**src/rtl/cws_pkg.sv**
```systemverilog
package cws_pkg;

    typedef enum logic [2:0] {
        ST_BOOT      = 3'd0,
        ST_XTAL_WAIT = 3'd1,
        ST_RUN_INT   = 3'd2,
        ST_RUN_PRI   = 3'd3,
        ST_LOWPWR    = 3'd4,
        ST_SETTLE    = 3'd5
    } cws_state_e;

    localparam logic [1:0] PM_RUN  = 2'b00;
    localparam logic [1:0] PM_IDLE = 2'b01;

    // Crystal kinds occupy codes 0..3, so bit 2 clear means a wait is needed.
    function automatic logic is_crystal(input logic [2:0] kind);
        return ~kind[2];
    endfunction

endpackage

```
**src/rtl/cws_cnt.sv**
```systemverilog
module cws_cnt #(
    parameter int LIMIT = 16
) (
    input  logic clk,
    input  logic rst_n,
    input  logic clr,
    input  logic inc,
    output logic done
);
    localparam int CW = (LIMIT > 1) ? $clog2(LIMIT) : 1;
    localparam logic [CW-1:0] LAST = CW'(LIMIT - 1);

    logic [CW-1:0] cnt;

    always_ff @(posedge clk or negedge rst_n) begin
        if (!rst_n)
            cnt <= '0;
        else if (clr)
            cnt <= '0;
        else if (inc)
            cnt <= (cnt == LAST) ? '0 : cnt + 1'b1;
    end

    assign done = inc && !clr && (cnt == LAST);

endmodule

```
**src/rtl/cws_fsel.sv**
```systemverilog
module cws_fsel #(
    parameter int W = 3
) (
    input  logic         clk,
    input  logic         rst_n,
    input  logic         wr_en,
    input  logic [W-1:0] val,
    output logic [W-1:0] q
);
    always_ff @(posedge clk or negedge rst_n) begin
        if (!rst_n)
            q <= '0;
        else if (wr_en)
            q <= val;
    end
endmodule

```
**src/rtl/clk_wake_seq.sv**
```systemverilog
module clk_wake_seq
    import cws_pkg::*;
#(
    parameter int WAIT_EDGES = 1024,
    parameter int SETTLE_CYC = 80,
    parameter int FSEL_W     = 3
) (
    input  logic              clk,
    input  logic              rst_n,
    input  logic              wake,
    input  logic [1:0]        pm_mode,
    input  logic [2:0]        osc_kind,
    input  logic              pri_tick,
    input  logic              early_run_en,
    input  logic              clk_mon_en,
    input  logic              fsel_wr,
    input  logic [FSEL_W-1:0] fsel_val,
    output logic              cpu_hold,
    output logic              clk_sel,
    output logic              pri_stable,
    output logic              pri_off,
    output logic [FSEL_W-1:0] fsel
);
    cws_state_e state, state_nx;
    logic       pri_ok, pri_ok_nx;
    logic       off_r, off_nx;

    cws_state_e dec_state;
    logic       dec_ok;
    logic       wait_done, settle_done;
    logic       counting_wait, in_settle;

    assign counting_wait = (state == ST_XTAL_WAIT) || (state == ST_RUN_INT);
    assign in_settle     = (state == ST_SETTLE);

    cws_cnt #(.LIMIT(WAIT_EDGES)) u_wait_cnt (
        .clk   (clk),
        .rst_n (rst_n),
        .clr   (!counting_wait),
        .inc   (pri_tick && counting_wait),
        .done  (wait_done)
    );

    cws_cnt #(.LIMIT(SETTLE_CYC)) u_settle_cnt (
        .clk   (clk),
        .rst_n (rst_n),
        .clr   (!in_settle),
        .inc   (in_settle),
        .done  (settle_done)
    );

    cws_fsel #(.W(FSEL_W)) u_fsel (
        .clk   (clk),
        .rst_n (rst_n),
        .wr_en (fsel_wr && !cpu_hold),
        .val   (fsel_val),
        .q     (fsel)
    );

    // Start decision shared by BOOT and the end of SETTLE.
    always_comb begin
        dec_ok = pri_ok;
        if (!(is_crystal(osc_kind) && !pri_ok)) begin
            dec_state = ST_RUN_PRI;
            dec_ok    = 1'b1;
        end else if (early_run_en || clk_mon_en) begin
            dec_state = ST_RUN_INT;
        end else begin
            dec_state = ST_XTAL_WAIT;
        end
    end

    always_comb begin
        state_nx  = state;
        pri_ok_nx = pri_ok;
        off_nx    = off_r;
        unique case (state)
            ST_BOOT: begin
                state_nx  = dec_state;
                pri_ok_nx = dec_ok;
            end
            ST_XTAL_WAIT: begin
                if (wait_done) begin
                    state_nx  = ST_RUN_PRI;
                    pri_ok_nx = 1'b1;
                end
            end
            ST_RUN_INT: begin
                if (pm_mode != PM_RUN) begin
                    state_nx = ST_LOWPWR;
                    off_nx   = 1'b1;
                end else if (wait_done) begin
                    state_nx  = ST_RUN_PRI;
                    pri_ok_nx = 1'b1;
                end
            end
            ST_RUN_PRI: begin
                if (pm_mode != PM_RUN) begin
                    state_nx = ST_LOWPWR;
                    if (pm_mode != PM_IDLE) begin
                        pri_ok_nx = 1'b0;
                        off_nx    = 1'b1;
                    end
                end
            end
            ST_LOWPWR: begin
                if (wake)
                    state_nx = ST_SETTLE;
            end
            ST_SETTLE: begin
                if (settle_done) begin
                    state_nx  = dec_state;
                    pri_ok_nx = dec_ok;
                    off_nx    = 1'b0;
                end
            end
            default: begin
                state_nx  = ST_BOOT;
                pri_ok_nx = 1'b0;
                off_nx    = 1'b0;
            end
        endcase
    end

    always_ff @(posedge clk or negedge rst_n) begin
        if (!rst_n) begin
            state  <= ST_BOOT;
            pri_ok <= 1'b0;
            off_r  <= 1'b0;
        end else begin
            state  <= state_nx;
            pri_ok <= pri_ok_nx;
            off_r  <= off_nx;
        end
    end

    always_comb begin
        unique case (state)
            ST_RUN_INT, ST_RUN_PRI: cpu_hold = 1'b0;
            default:                cpu_hold = 1'b1;
        endcase
        clk_sel    = pri_ok;
        pri_stable = pri_ok;
        pri_off    = off_r;
    end

endmodule

```
**config.mk**
```make
export PLATFORM = sky130hd
export DESIGN_NAME = clk_wake_seq
export DESIGN_NICKNAME = d
export VERILOG_FILES = /design/src/rtl/cws_pkg.sv /design/src/rtl/cws_cnt.sv /design/src/rtl/cws_fsel.sv /design/src/rtl/clk_wake_seq.sv
export SDC_FILE = /design/constraint.sdc
export NUM_CORES = 1
export LEC_CHECK = 0
export CAP_MARGIN = 30
export CORE_MARGIN = 5
export CORE_UTILIZATION = 53
export DETAILED_ROUTE_END_ITERATION = 16
export PLACE_DENSITY_LB_ADDON = 0.05
export SLEW_MARGIN = 20
export SYNTH_ARGS = -nofsm -noshare
export SYNTH_HDL_FRONTEND = slang
export SYNTH_SLANG_ARGS = --single-unit
```
**constraint.sdc**
```tcl
create_clock -name clk -period 2.1 [get_ports clk]
set_input_delay 0.42 -clock clk [delete_from_list [all_inputs] [get_ports clk]]
set_output_delay 0.42 -clock clk [all_outputs]
set_load 0.02 [all_outputs]
```
Yosys cells after proc, flatten, opt, wreduce, memory -nomap -nowiden --
Cells that the tools add are included.
Operators by class: bitwise logic cells 3, muxes and demuxes 26, reduce and logical (&&, ||, !) cells 16, eq/ne operators 15, add/subtract/negate cells 2
Operator list (count):
- 10-bit 2-to-1 mux | 3
- 3-bit 2-to-1 mux | 6
- 3-bit one-hot mux with 6 select lines | 1
- 7-bit 2-to-1 mux | 2
- 1-bit 2-to-1 mux | 11
- 10-bit by 1-bit adder with 10-bit output, second input constant | 1
- 10-bit == test, second input constant | 1
- 2-bit != test, second input constant | 5
- 5-bit AND reduction | 2
- 7-bit by 1-bit adder with 7-bit output, second input constant | 1
- 7-bit == test, second input constant | 1
- 3-bit by 2-bit == test with 1-bit output, second input constant | 2
- 3-bit == test, second input constant | 2
- 1-bit logical AND | 6
- 2-bit by 1-bit != test with 1-bit output, second input constant | 3
- 1-bit one-hot mux with 6 select lines | 1
- 1-bit one-hot mux with 4 select lines | 1
- 3-bit by 1-bit == test with 1-bit output, second input constant | 1
- 3-bit logical NOT | 1
- 1-bit inverter | 3
- 3-bit AND reduction | 1
- 3-bit OR reduction | 1
- 1-bit logical OR | 2
- 2-bit 2-to-1 mux | 1
- other kinds (3) | 3
Storage, ports and cells: flip-flop bits (word level) 25, output and inout bits 7

Logic depth before layout (Yosys ltp) --
Gate-level depths: netlist (run 1).
depth after elaboration 8, gate-level depth with buffers 6

By module --
Synthesis (run 1) repeated with hierarchy kept, for this count alone.
Second synthesis, totals: cells, all modules 166, area, all modules 1525.2 µm²
By module, submodules not included:
- cws_cnt (u_wait_cnt) | cells an instance 59, area each 548.0 µm², sequential area each 250.2 µm², instances 1
- clk_wake_seq | cells an instance 54, area each 439.2 µm², sequential area each 125.1 µm², instances 1
- cws_cnt (u_settle_cnt) | cells an instance 47, area each 429.2 µm², sequential area each 175.2 µm², instances 1
- cws_fsel | cells an instance 6, area each 108.9 µm², sequential area each 75.1 µm², instances 1

Worst setup path before layout (run 1) --
No wires, ideal clock.
path type register to register, start point register state[2], end point register pri_ok (netlist: clk_sel), path slack 0.619 ns, period minus slack after synthesis 1.481 ns, cell stages (with the launch flop) 5, buffers on the path 0, required time 1.979 ns, arrival time 1.361 ns, path through dfrtp_1 nand2b_1 a211o_1 a31oi_1 and4b_1
On the way: word-level cells in the longest chain between the ends 8
RTL lines:
- start, declared | RTL line clk_wake_seq.sv:24 | cws_state_e state, state_nx;
- start signal, assigned | RTL line clk_wake_seq.sv:131 | state <= state_nx;
- 3-bit by 1-bit == test with 1-bit output / 3-bit by 2-bit == test with 1-bit output (equally long branches) | RTL line clk_wake_seq.sv:33, clk_wake_seq.sv:77
- 1-bit logical OR | RTL line clk_wake_seq.sv:33 | assign counting_wait = (state == ST_XTAL_WAIT) || (state == ST_RUN_INT);
- 1-bit logical AND | RTL line clk_wake_seq.sv:40 | .inc (pri_tick && counting_wait),
- 1-bit logical AND (2 in a row) | RTL line cws_cnt.sv:24 | assign done = inc && !clr && (cnt == LAST);
- 1-bit 2-to-1 mux (2 in a row)
- 1-bit one-hot mux with 6 select lines | RTL line clk_wake_seq.sv:77 | unique case (state)
- end signal, assigned | RTL line clk_wake_seq.sv:132 | pri_ok <= pri_ok_nx;
- end, declared | RTL line clk_wake_seq.sv:25 | logic pri_ok, pri_ok_nx;
Several ways; a longest one is shown, not always the timed one. The select of a mux whose other input is x is not followed. A chain may end at the register's enable or synchronous reset.

Worst setup path in the final report (run 1) --
start point register state[1], end point output cpu_hold
On the way: word-level cells in the longest chain between the ends 3
RTL lines:
- 3-bit by 2-bit == test with 1-bit output | RTL line clk_wake_seq.sv:138 | unique case (state)
- 2-bit OR reduction (*) | RTL line clk_wake_seq.sv:138
- 1-bit 2-to-1 mux (*) | RTL line clk_wake_seq.sv:138
- end, declared | RTL line clk_wake_seq.sv:18 | output logic cpu_hold,
Every way passes the cells marked *; elsewhere a longest branch is shown, timed or not.

==> results of run 1 <==
-- metal layers --
metal	vias to the layer above	global-route usage	part of all wire
li1	577	-	-
met1	576	0.2455	0.48
met2	25	0.2810	0.46
met3	6	0.03306	0.042
met4	0	0.06061	0.017
met5	-	0	0
-- registers in the layout (all words and copies together) (netlist names) --
name and count:
state 3, pri_off 1, clk_sel 1, u_settle_cnt.cnt 7, u_wait_cnt.cnt 10, u_fsel.q 3
-- stage by stage --
step,cells,area (µm²)
6_report,196,1667
5_1_grt,196,1667
4_1_cts,196,1667
3_5_place_dp,192,1639
3_3_place_gp,192,1639
2_1_floorplan,145,1425
-- worst max path at each step --
stage	endpoint	slack [ps]
2_1_floorplan	clk_sel	620
3_3_place_gp	clk_sel	210
3_5_place_dp	clk_sel	160
4_1_cts	cpu_hold	120
5_1_grt	cpu_hold	70
6_report	cpu_hold	130
-- layout by cell type, fill, tap and decap left out, types with 2 or more instances in the layout --
cell type,Yosys,routed
sky130_fd_sc_hd__a211o_1,2,2
sky130_fd_sc_hd__a21o_1,2,2
sky130_fd_sc_hd__a21oi_1,6,6
sky130_fd_sc_hd__a31oi_1,6,6
sky130_fd_sc_hd__and3_1,3,3
sky130_fd_sc_hd__buf_4,2,3
sky130_fd_sc_hd__clkbuf_4,0,3
sky130_fd_sc_hd__clkdlybuf4s50_1,0,19
sky130_fd_sc_hd__dfrtp_1,25,25
sky130_fd_sc_hd__ha_1,2,2
sky130_fd_sc_hd__inv_1,5,5
sky130_fd_sc_hd__mux2_2,3,3
sky130_fd_sc_hd__nand2_1,9,9
sky130_fd_sc_hd__nand2b_1,3,3
sky130_fd_sc_hd__nand3_1,7,7
sky130_fd_sc_hd__nand3b_1,3,3
sky130_fd_sc_hd__nand4_1,4,4
sky130_fd_sc_hd__nor2_1,13,13
sky130_fd_sc_hd__nor2b_1,3,3
sky130_fd_sc_hd__nor3_1,4,4
sky130_fd_sc_hd__nor3b_1,2,2
sky130_fd_sc_hd__nor4_1,2,2
sky130_fd_sc_hd__o21ai_0,4,4
sky130_fd_sc_hd__o22ai_1,2,2
sky130_fd_sc_hd__o2bb2ai_1,2,2
sky130_fd_sc_hd__or2_2,2,2
sky130_fd_sc_hd__or3_1,2,2
sky130_fd_sc_hd__xnor2_1,4,4
sky130_fd_sc_hd__xor2_1,3,3
-- kinds of logic (layout without fill, tap and decap cells) --
kind of cell | Yosys count | after routing | synth area share
DFF | 25 | 25 | 0.4390
xor gates and xnor gates | 8 | 8 | 0.05444
buffers and inverters | 10 | 31 | 0.03863
AOI/OAI and AO/OA | 33 | 33 | 0.1554
and+or+nand+nor | 64 | 64 | 0.2713
adders and majority gates | 2 | 2 | 0.01756
muxes | 3 | 3 | 0.02370
-- worst max-delay path, stage by stage, from the launching register on --
cell and delay [ps]:
sky130_fd_sc_hd__dfrtp_1 450, sky130_fd_sc_hd__nand2b_1 150, sky130_fd_sc_hd__clkdlybuf4s50_1 630
-- layout make-up --
type                       count  area (µm²)
multi-input combinational    110       744.5
tap                           30       37.54
timing repair buffer          22       212.7
fill                         207       855.8
inverter                       5       18.77
clock inverter                 1       5.005
sequential                    25       625.6
clock buffer                   3       22.52
-- power groups by stage --
| stage | sequential, mW | clock [mW] | combinational (mW) |
|---|---|---|---|
| 6_report | 0.682 | 0.217 | 0.856 |
| 4_1_cts | 0.682 | 0.223 | 0.859 |
| 3_5_place_dp | 0.693 | 0 | 0.854 |
| 5_1_grt | 0.699 | 0.244 | 0.934 |
| 3_3_place_gp | 0.690 | 0 | 0.839 |
| 2_1_floorplan | 0.710 | 0 | 0.567 |
==> flow_summary.html, run 1 <==
<table>
<tr><th>Metric</th><th>Value</th></tr>
<tr><th colspan="2">Run status</th></tr>
<tr><td>Result of the run</td><td>complete, no violations</td></tr>
<tr><th colspan="2">Clock tree</th></tr>
<tr><td>Clock root buffer master</td><td>sky130_fd_sc_hd__clkbuf_4</td></tr>
<tr><td>Clock insertion delay at the later pin of the skew report</td><td>320 ps</td></tr>
<tr><td>Number of buffers added for setup after CTS</td><td>0</td></tr>
<tr><td>CTS clk-pin slew, worst paths</td><td>roughly 150 ps</td></tr>
<tr><td>Number of hold buffers added after CTS</td><td>0</td></tr>
<tr><td>Clock buffers created by TritonCTS</td><td>3</td></tr>
<tr><td>Clock tree buffer depth</td><td>2</td></tr>
<tr><td>Total number of H-tree levels</td><td>1</td></tr>
<tr><td>TritonCTS clock tree</td><td>built</td></tr>
<tr><td>Count of clock tree sinks</td><td>25</td></tr>
<tr><td>Post-cts sizing count</td><td>0</td></tr>
<tr><th colspan="2">Critical path</th></tr>
<tr><td>CP Launch Type</td><td>flop</td></tr>
<tr><td>Worst endpoint required time</td><td>about 1700 ps</td></tr>
<tr><td>Number of cell instances on the worst register-to-register path</td><td>4</td></tr>
<tr><td>Worst Path Arrival</td><td>about 1600 ps</td></tr>
<tr><td>R2r setup slk</td><td>380 ps</td></tr>
<tr><td>Source of the critical timing path</td><td>state[1]</td></tr>
<tr><td>Setup Crit Path Kind</td><td>flop to primary output</td></tr>
<tr><td>Critical path peak fanout</td><td>4</td></tr>
<tr><td>Terminus of the critical flop-to-flop path</td><td>u_wait_cnt.cnt[2]</td></tr>
<tr><td>Beginning of the worst register-to-register path</td><td>state[0]</td></tr>
<tr><td>Kind of end point of the critical path</td><td>primary output</td></tr>
<tr><th colspan="2">Layout</th></tr>
<tr><td>Post-Route Utilization</td><td>0.6607</td></tr>
<tr><td>Share of cells above drive strength 1</td><td>0.09639</td></tr>
<tr><td>Area growth from synthesis to layout</td><td>16.94%</td></tr>
<tr><td>Diode insertion count for antenna repair</td><td>0</td></tr>
<tr><td>Final-stage net count</td><td>184</td></tr>
<tr><th colspan="2">Placed design</th></tr>
<tr><td>Half-perimeter wire length after placement</td><td>2261 µm</td></tr>
<tr><td>RD Place Congestion</td><td>about 0.84</td></tr>
<tr><td>Number of I/O port buffers</td><td>19</td></tr>
<tr><td>DP Worst Slack</td><td>163.4 ps</td></tr>
<tr><th colspan="2">Pwr</th></tr>
<tr><td>Relative contribution of sequential cells to total power</td><td>0.389</td></tr>
<tr><td>Areal power density over the cells</td><td>1053 nW/µm²</td></tr>
<tr><td>Leakage power of the design</td><td>between 0.6 and 0.7 nW</td></tr>
<tr><td>Switching part of the total power</td><td>0.4002</td></tr>
<tr><td>Combinational Power Share</td><td>0.488</td></tr>
<tr><td>Worst vdd ir</td><td>837.4 µV</td></tr>
<tr><td>Int Pwr</td><td>roughly 1.1 mW</td></tr>
<tr><td>Post-layout power</td><td>about 1.8 mW</td></tr>
<tr><td>Power share of the clock group</td><td>0.124</td></tr>
<tr><td>Switching power</td><td>between 700 and 800 µW</td></tr>
<tr><th colspan="2">Timing</th></tr>
<tr><td>Slew at the pin closest to its max-slew limit</td><td>about 480 ps</td></tr>
<tr><td>Number of max-slew violations in the final report</td><td>0</td></tr>
<tr><td>Setup violations, final</td><td>0</td></tr>
<tr><td>Fmax</td><td>just over 500 MHz</td></tr>
<tr><td>Worst Clk Skew</td><td>~11 ps</td></tr>
<tr><td>Final worst setup slack</td><td>between 100 and 150 ps</td></tr>
<tr><td>Unrepaired setup endpoints after global routing</td><td>false</td></tr>
<tr><td>Clock period minus final worst setup slack</td><td>between 1500 and 2000 ps</td></tr>
<tr><td>Final hold violations</td><td>0</td></tr>
<tr><td>Hold Worst Slack</td><td>between 400 and 500 ps</td></tr>
<tr><td>Headroom to the max-slew limit</td><td>0.6807</td></tr>
<tr><td>Final worst-path cycle share</td><td>0.9398</td></tr>
<tr><td>Total negative setup slack</td><td>0 ps</td></tr>
<tr><th colspan="2">Synthesis</th></tr>
<tr><td>Count of different cell masters after synthesis</td><td>46</td></tr>
<tr><td>Most frequent cells after synthesis</td><td>sky130_fd_sc_hd__dfrtp_1, sky130_fd_sc_hd__nor2_1, sky130_fd_sc_hd__nand2_1</td></tr>
<tr><td>Area share of the largest cell type after synthesis</td><td>0.4390</td></tr>
<tr><td>Share of synthesized area occupied by flip-flops and latches</td><td>0.4390</td></tr>
<tr><td>Most common cell in the netlist</td><td>sky130_fd_sc_hd__dfrtp_1</td></tr>
<tr><td>Syn_area_per_cell</td><td>9.828 µm²</td></tr>
<tr><td>Synthesis warning total</td><td>0</td></tr>
<tr><td>Cell taking the most area after synthesis</td><td>sky130_fd_sc_hd__dfrtp_1</td></tr>
<tr><td>Most instantiated flip-flop cell in the synthesis netlist</td><td>sky130_fd_sc_hd__dfrtp_1</td></tr>
<tr><td>Syn Nets</td><td>162</td></tr>
<tr><td>Post-synth design cell area</td><td>1425 µm²</td></tr>
<tr><td>Synthesized instance count</td><td>about 150</td></tr>
<tr><td>FF+latch count, synth</td><td>25</td></tr>
<tr><td>Area contributors post-synth</td><td>sky130_fd_sc_hd__dfrtp_1, sky130_fd_sc_hd__nor2_1, sky130_fd_sc_hd__a31oi_1</td></tr>
<tr><td>Post-synth ARST share</td><td>1.000</td></tr>
<tr><td>Number of enable-type register cells in the synthesized netlist</td><td>0</td></tr>
<tr><th colspan="2">Routing</th></tr>
<tr><td>Post-DR wirelength/cell</td><td>~15 µm</td></tr>
<tr><td>Detailed-route wire length</td><td>~3000 µm</td></tr>
<tr><td>Number of design rule violations left after detail routing</td><td>0</td></tr>
<tr><td>Detail Route Antenna Nets</td><td>0</td></tr>
<tr><td>Number of vias per cell</td><td>about 6.0</td></tr>
<tr><td>Vias after detailed routing</td><td>about 1.2k</td></tr>
<tr><td>First-pass iteration count of the detailed router</td><td>4</td></tr>
<tr><td>Drt first-iter violations</td><td>31</td></tr>
<tr><th colspan="2">Floorplan</th></tr>
<tr><td>Die ar.</td><td>about 3800 µm²</td></tr>
<tr><td>Row count</td><td>18</td></tr>
<tr><td>IO Pins</td><td>22</td></tr>
<tr><td>Die span in x</td><td>a little over 60 µm</td></tr>
<tr><td>Starting density of the core</td><td>0.5650</td></tr>
<tr><td>Height of the die</td><td>about 62 µm</td></tr>
<tr><td>Placeable core area</td><td>about 2500 µm²</td></tr>
<tr><th colspan="2">Global routing</th></tr>
<tr><td>Vias in the first global route</td><td>~1.1k</td></tr>
<tr><td>Largest net degree at the start of global routing</td><td>26</td></tr>
<tr><td>Wire length of the first global-routing pass</td><td>between 5000 and 6000 µm</td></tr>
<tr><td>Overflow left after global routing</td><td>0</td></tr>
<tr><td>Combined global-route utilization of all metal layers</td><td>0.1778</td></tr>
<tr><td>Number of antenna violations at the first check in global routing</td><td>0</td></tr>
<tr><th colspan="2">Flow run</th></tr>
<tr><td>Max capacitance violation total</td><td>0</td></tr>
<tr><th colspan="2">Worst hold path</th></tr>
<tr><td>Worst min path class</td><td>primary input to async pin</td></tr>
</table>
No activity file was read; power rests on OpenSTA's default activity.
==> inputs of run 2 (changes only) <==
--- a/config.mk
+++ b/config.mk
@@ -14,3 +14,4 @@
 export SYNTH_ARGS = -nofsm -noshare
 export SYNTH_HDL_FRONTEND = slang
 export SYNTH_SLANG_ARGS = --single-unit
+export TNS_END_PERCENT = 30
==> results of run 2 <==
No change in the layout: final DEF, timing and power equal those of run 1.
==> inputs of run 3 (changes only) <==
--- a/config.mk
+++ b/config.mk
@@ -9,6 +9,7 @@
 export CORE_MARGIN = 5
 export CORE_UTILIZATION = 53
 export DETAILED_ROUTE_END_ITERATION = 16
+export MAX_ROUTING_LAYER = met4
 export PLACE_DENSITY_LB_ADDON = 0.05
 export SLEW_MARGIN = 20
 export SYNTH_ARGS = -nofsm -noshare
==> run 3 against run 2 <==
Global-route usage increased by 0.55 points. Final area unchanged. Clock skew about the same. Cell count unchanged. Critical path depth unchanged. Combinational power about the same. Count of clock-buffer cells in the layout unchanged. Largest cell class unchanged. Largest power group unchanged.
==> flow_summary.html, run 3 (synthesis results as in run 1) <==
<table>
<tr><th>Metric</th><th>Value</th></tr>
<tr><th colspan="2">Run status</th></tr>
<tr><td>Result of the run</td><td>complete, no violations</td></tr>
<tr><th colspan="2">Timing</th></tr>
<tr><td>Worst Clk Skew</td><td>11.37 ps (+0.09200 ps)</td></tr>
<tr><td>Setup violations, final</td><td>0 (unchanged)</td></tr>
<tr><td>Total negative setup slack</td><td>0 ps (unchanged)</td></tr>
<tr><td>Fmax</td><td>506.3 MHz (about the same)</td></tr>
<tr><td>Hold Worst Slack</td><td>443.3 ps (-0.1320 ps)</td></tr>
<tr><td>Unrepaired setup endpoints after global routing</td><td>false</td></tr>
<tr><td>Final worst-path cycle share</td><td>0.9405 (about the same)</td></tr>
<tr><td>Final hold violations</td><td>0 (unchanged)</td></tr>
<tr><td>Clock period minus final worst setup slack</td><td>1975 ps (+1.412 ps)</td></tr>
<tr><td>Headroom to the max-slew limit</td><td>0.6807 (unchanged)</td></tr>
<tr><td>Slew at the pin closest to its max-slew limit</td><td>475.4 ps (unchanged)</td></tr>
<tr><td>Number of max-slew violations in the final report</td><td>0 (unchanged)</td></tr>
<tr><th colspan="2">Clock tree</th></tr>
<tr><td>Number of hold buffers added after CTS</td><td>0 (unchanged)</td></tr>
<tr><td>Clock buffers created by TritonCTS</td><td>3 (unchanged)</td></tr>
<tr><td>Post-cts sizing count</td><td>0 (unchanged)</td></tr>
<tr><td>Clock root buffer master</td><td>sky130_fd_sc_hd__clkbuf_4</td></tr>
<tr><td>Total number of H-tree levels</td><td>1 (unchanged)</td></tr>
<tr><td>Clock insertion delay at the later pin of the skew report</td><td>320 ps (about the same)</td></tr>
<tr><td>Number of buffers added for setup after CTS</td><td>0 (unchanged)</td></tr>
<tr><td>Clock tree buffer depth</td><td>2 (unchanged)</td></tr>
<tr><td>TritonCTS clock tree</td><td>built</td></tr>
<tr><td>Count of clock tree sinks</td><td>25 (unchanged)</td></tr>
<tr><td>CTS clk-pin slew, worst paths</td><td>150 ps (about the same)</td></tr>
<tr><th colspan="2">Critical path</th></tr>
<tr><td>Beginning of the worst register-to-register path</td><td>state[0]</td></tr>
<tr><td>Number of cell instances on the worst register-to-register path</td><td>4 (unchanged)</td></tr>
<tr><td>Setup Crit Path Kind</td><td>flop to primary output</td></tr>
<tr><td>Worst endpoint required time</td><td>1680 ps (about the same)</td></tr>
<tr><td>Worst Path Arrival</td><td>1550 ps (about the same)</td></tr>
<tr><td>CP Launch Type</td><td>flop</td></tr>
<tr><td>R2r setup slk</td><td>380 ps (about the same)</td></tr>
<tr><td>Critical path peak fanout</td><td>4 (unchanged)</td></tr>
<tr><td>Kind of end point of the critical path</td><td>primary output</td></tr>
<tr><td>Terminus of the critical flop-to-flop path</td><td>u_wait_cnt.cnt[2]</td></tr>
<tr><td>Source of the critical timing path</td><td>state[1]</td></tr>
<tr><th colspan="2">Layout</th></tr>
<tr><td>Share of cells above drive strength 1</td><td>0.09639 (unchanged)</td></tr>
<tr><td>Highest-count cells in the layout ignoring fill and taps</td><td>sky130_fd_sc_hd__dfrtp_1, sky130_fd_sc_hd__clkdlybuf4s50_1, sky130_fd_sc_hd__nor2_1</td></tr>
<tr><td>Largest registers ranked by flip-flop count</td><td>u_wait_cnt.cnt x10, u_settle_cnt.cnt x7</td></tr>
<tr><td>Leading cell type in the layout, fill and taps excluded</td><td>sky130_fd_sc_hd__dfrtp_1</td></tr>
<tr><td>Final-stage net count</td><td>184 (unchanged)</td></tr>
<tr><td>Number of flip-flops under the largest register name</td><td>10 (unchanged)</td></tr>
<tr><td>Register with the highest flop count</td><td>u_wait_cnt.cnt</td></tr>
<tr><td>Diode insertion count for antenna repair</td><td>0 (unchanged)</td></tr>
<tr><td>Area growth from synthesis to layout</td><td>16.94% (unchanged)</td></tr>
<tr><th colspan="2">Global routing</th></tr>
<tr><td>Vias in the first global route</td><td>1142 (-0.087%)</td></tr>
<tr><td>Wire length of the first global-routing pass</td><td>5064 µm (unchanged)</td></tr>
<tr><td>Overflow left after global routing</td><td>0 (unchanged)</td></tr>
<tr><td>Combined global-route utilization of all metal layers</td><td>0.1833 (+0.005524)</td></tr>
<tr><td>Largest net degree at the start of global routing</td><td>26 (unchanged)</td></tr>
<tr><td>Number of antenna violations at the first check in global routing</td><td>0 (unchanged)</td></tr>
<tr><th colspan="2">Floorplan</th></tr>
<tr><td>Die ar.</td><td>3826 µm² (unchanged)</td></tr>
<tr><td>Die span in x</td><td>61.86 µm (unchanged)</td></tr>
<tr><td>Row count</td><td>18 (unchanged)</td></tr>
<tr><td>Starting density of the core</td><td>0.5650 (unchanged)</td></tr>
<tr><td>IO Pins</td><td>22 (unchanged)</td></tr>
<tr><td>Placeable core area</td><td>2522 µm² (unchanged)</td></tr>
<tr><td>Height of the die</td><td>61.86 µm (unchanged)</td></tr>
<tr><th colspan="2">Pwr</th></tr>
<tr><td>Worst vdd ir</td><td>837.6 µV (about the same)</td></tr>
<tr><td>Leakage power of the design</td><td>0.6827 nW (unchanged)</td></tr>
<tr><td>Areal power density over the cells</td><td>1053 nW/µm² (about the same)</td></tr>
<tr><th colspan="2">Flow run</th></tr>
<tr><td>Max capacitance violation total</td><td>0 (unchanged)</td></tr>
<tr><th colspan="2">Placed design</th></tr>
<tr><td>Half-perimeter wire length after placement</td><td>2261 µm (unchanged)</td></tr>
<tr><td>RD Place Congestion</td><td>0.8513 (+1.6%)</td></tr>
<tr><td>Number of I/O port buffers</td><td>19 (unchanged)</td></tr>
<tr><th colspan="2">Routing</th></tr>
<tr><td>Drt first-iter violations</td><td>32 (+3.2%)</td></tr>
<tr><td>Vias after detailed routing</td><td>1179 (-0.42%)</td></tr>
<tr><td>First-pass iteration count of the detailed router</td><td>4 (unchanged)</td></tr>
<tr><td>Number of vias per cell</td><td>6.015 (-0.42%)</td></tr>
<tr><td>Post-DR wirelength/cell</td><td>15.43 µm (about the same)</td></tr>
<tr><td>Detail Route Antenna Nets</td><td>0 (unchanged)</td></tr>
<tr><td>Number of design rule violations left after detail routing</td><td>0 (unchanged)</td></tr>
<tr><td>Detailed-route wire length</td><td>3024 µm (about the same)</td></tr>
<tr><th colspan="2">Worst hold path</th></tr>
<tr><td>Worst min path class</td><td>primary input to async pin</td></tr>
</table>
-- run 3: stage by stage --
| stage | utilization | setup WS, ps | std cells | cell area (µm²) | power, mW |
|---|---|---|---|---|---|
| after floorplan | - | 618.6 | 145 | 1425 | 1.276 |
| after CTS | 0.6607 | 121.1 | 196 | 1667 | 1.764 |
| after global placement | 0.6498 | 210.8 | 192 | 1639 | 1.528 |
| after global routing | 0.6607 | 73.62 | 196 | 1667 | 1.877 |
| after detailed placement | 0.6498 | 163.4 | 192 | 1639 | 1.546 |
| final | 0.6607 | 125.1 | 196 | 1667 | 1.756 |
-- run 3: power breakdown --
group | switching, mW | internal [mW] | leakage [nW]
clock | 0.146 | 0.0712 | 0.0177
sequential | 0.105 | 0.578 | 0.334
combinational | 0.452 | 0.404 | 0.331
-- run 3: final cells by class --
type,instances,area [µm²]
fill,207,855.8
multi-input combinational,110,744.5
sequential,25,625.6
timing repair buffer,22,212.7
tap,30,37.54
clock buffer,3,22.52
inverter,5,18.77
clock inverter,1,5.005
-- run 3: per-layer routing --
layer,GRT usage,vias to the layer above,routed length (µm)
met5,-,-,0
met4,0.06061,0,50
met3,0.02893,6,103
met2,0.2810,23,1399
met1,0.2481,573,1471
li1,-,577,-
-- run 3: how the worst max path moves through the flow --
stage               slack [ps]        to  cells after the start
floorplan                  620   clk_sel                      4
global placement           210   clk_sel                      5
detailed placement         160   clk_sel                      5
CTS                        120  cpu_hold                      2
global route                70  cpu_hold                      2
finish                     130  cpu_hold                      2
-- run 3: worst max-delay path, cell delays in order, from the launching register on --
cell and delay, ps:
sky130_fd_sc_hd__dfrtp_1 450, sky130_fd_sc_hd__nand2b_1 150, sky130_fd_sc_hd__clkdlybuf4s50_1 630
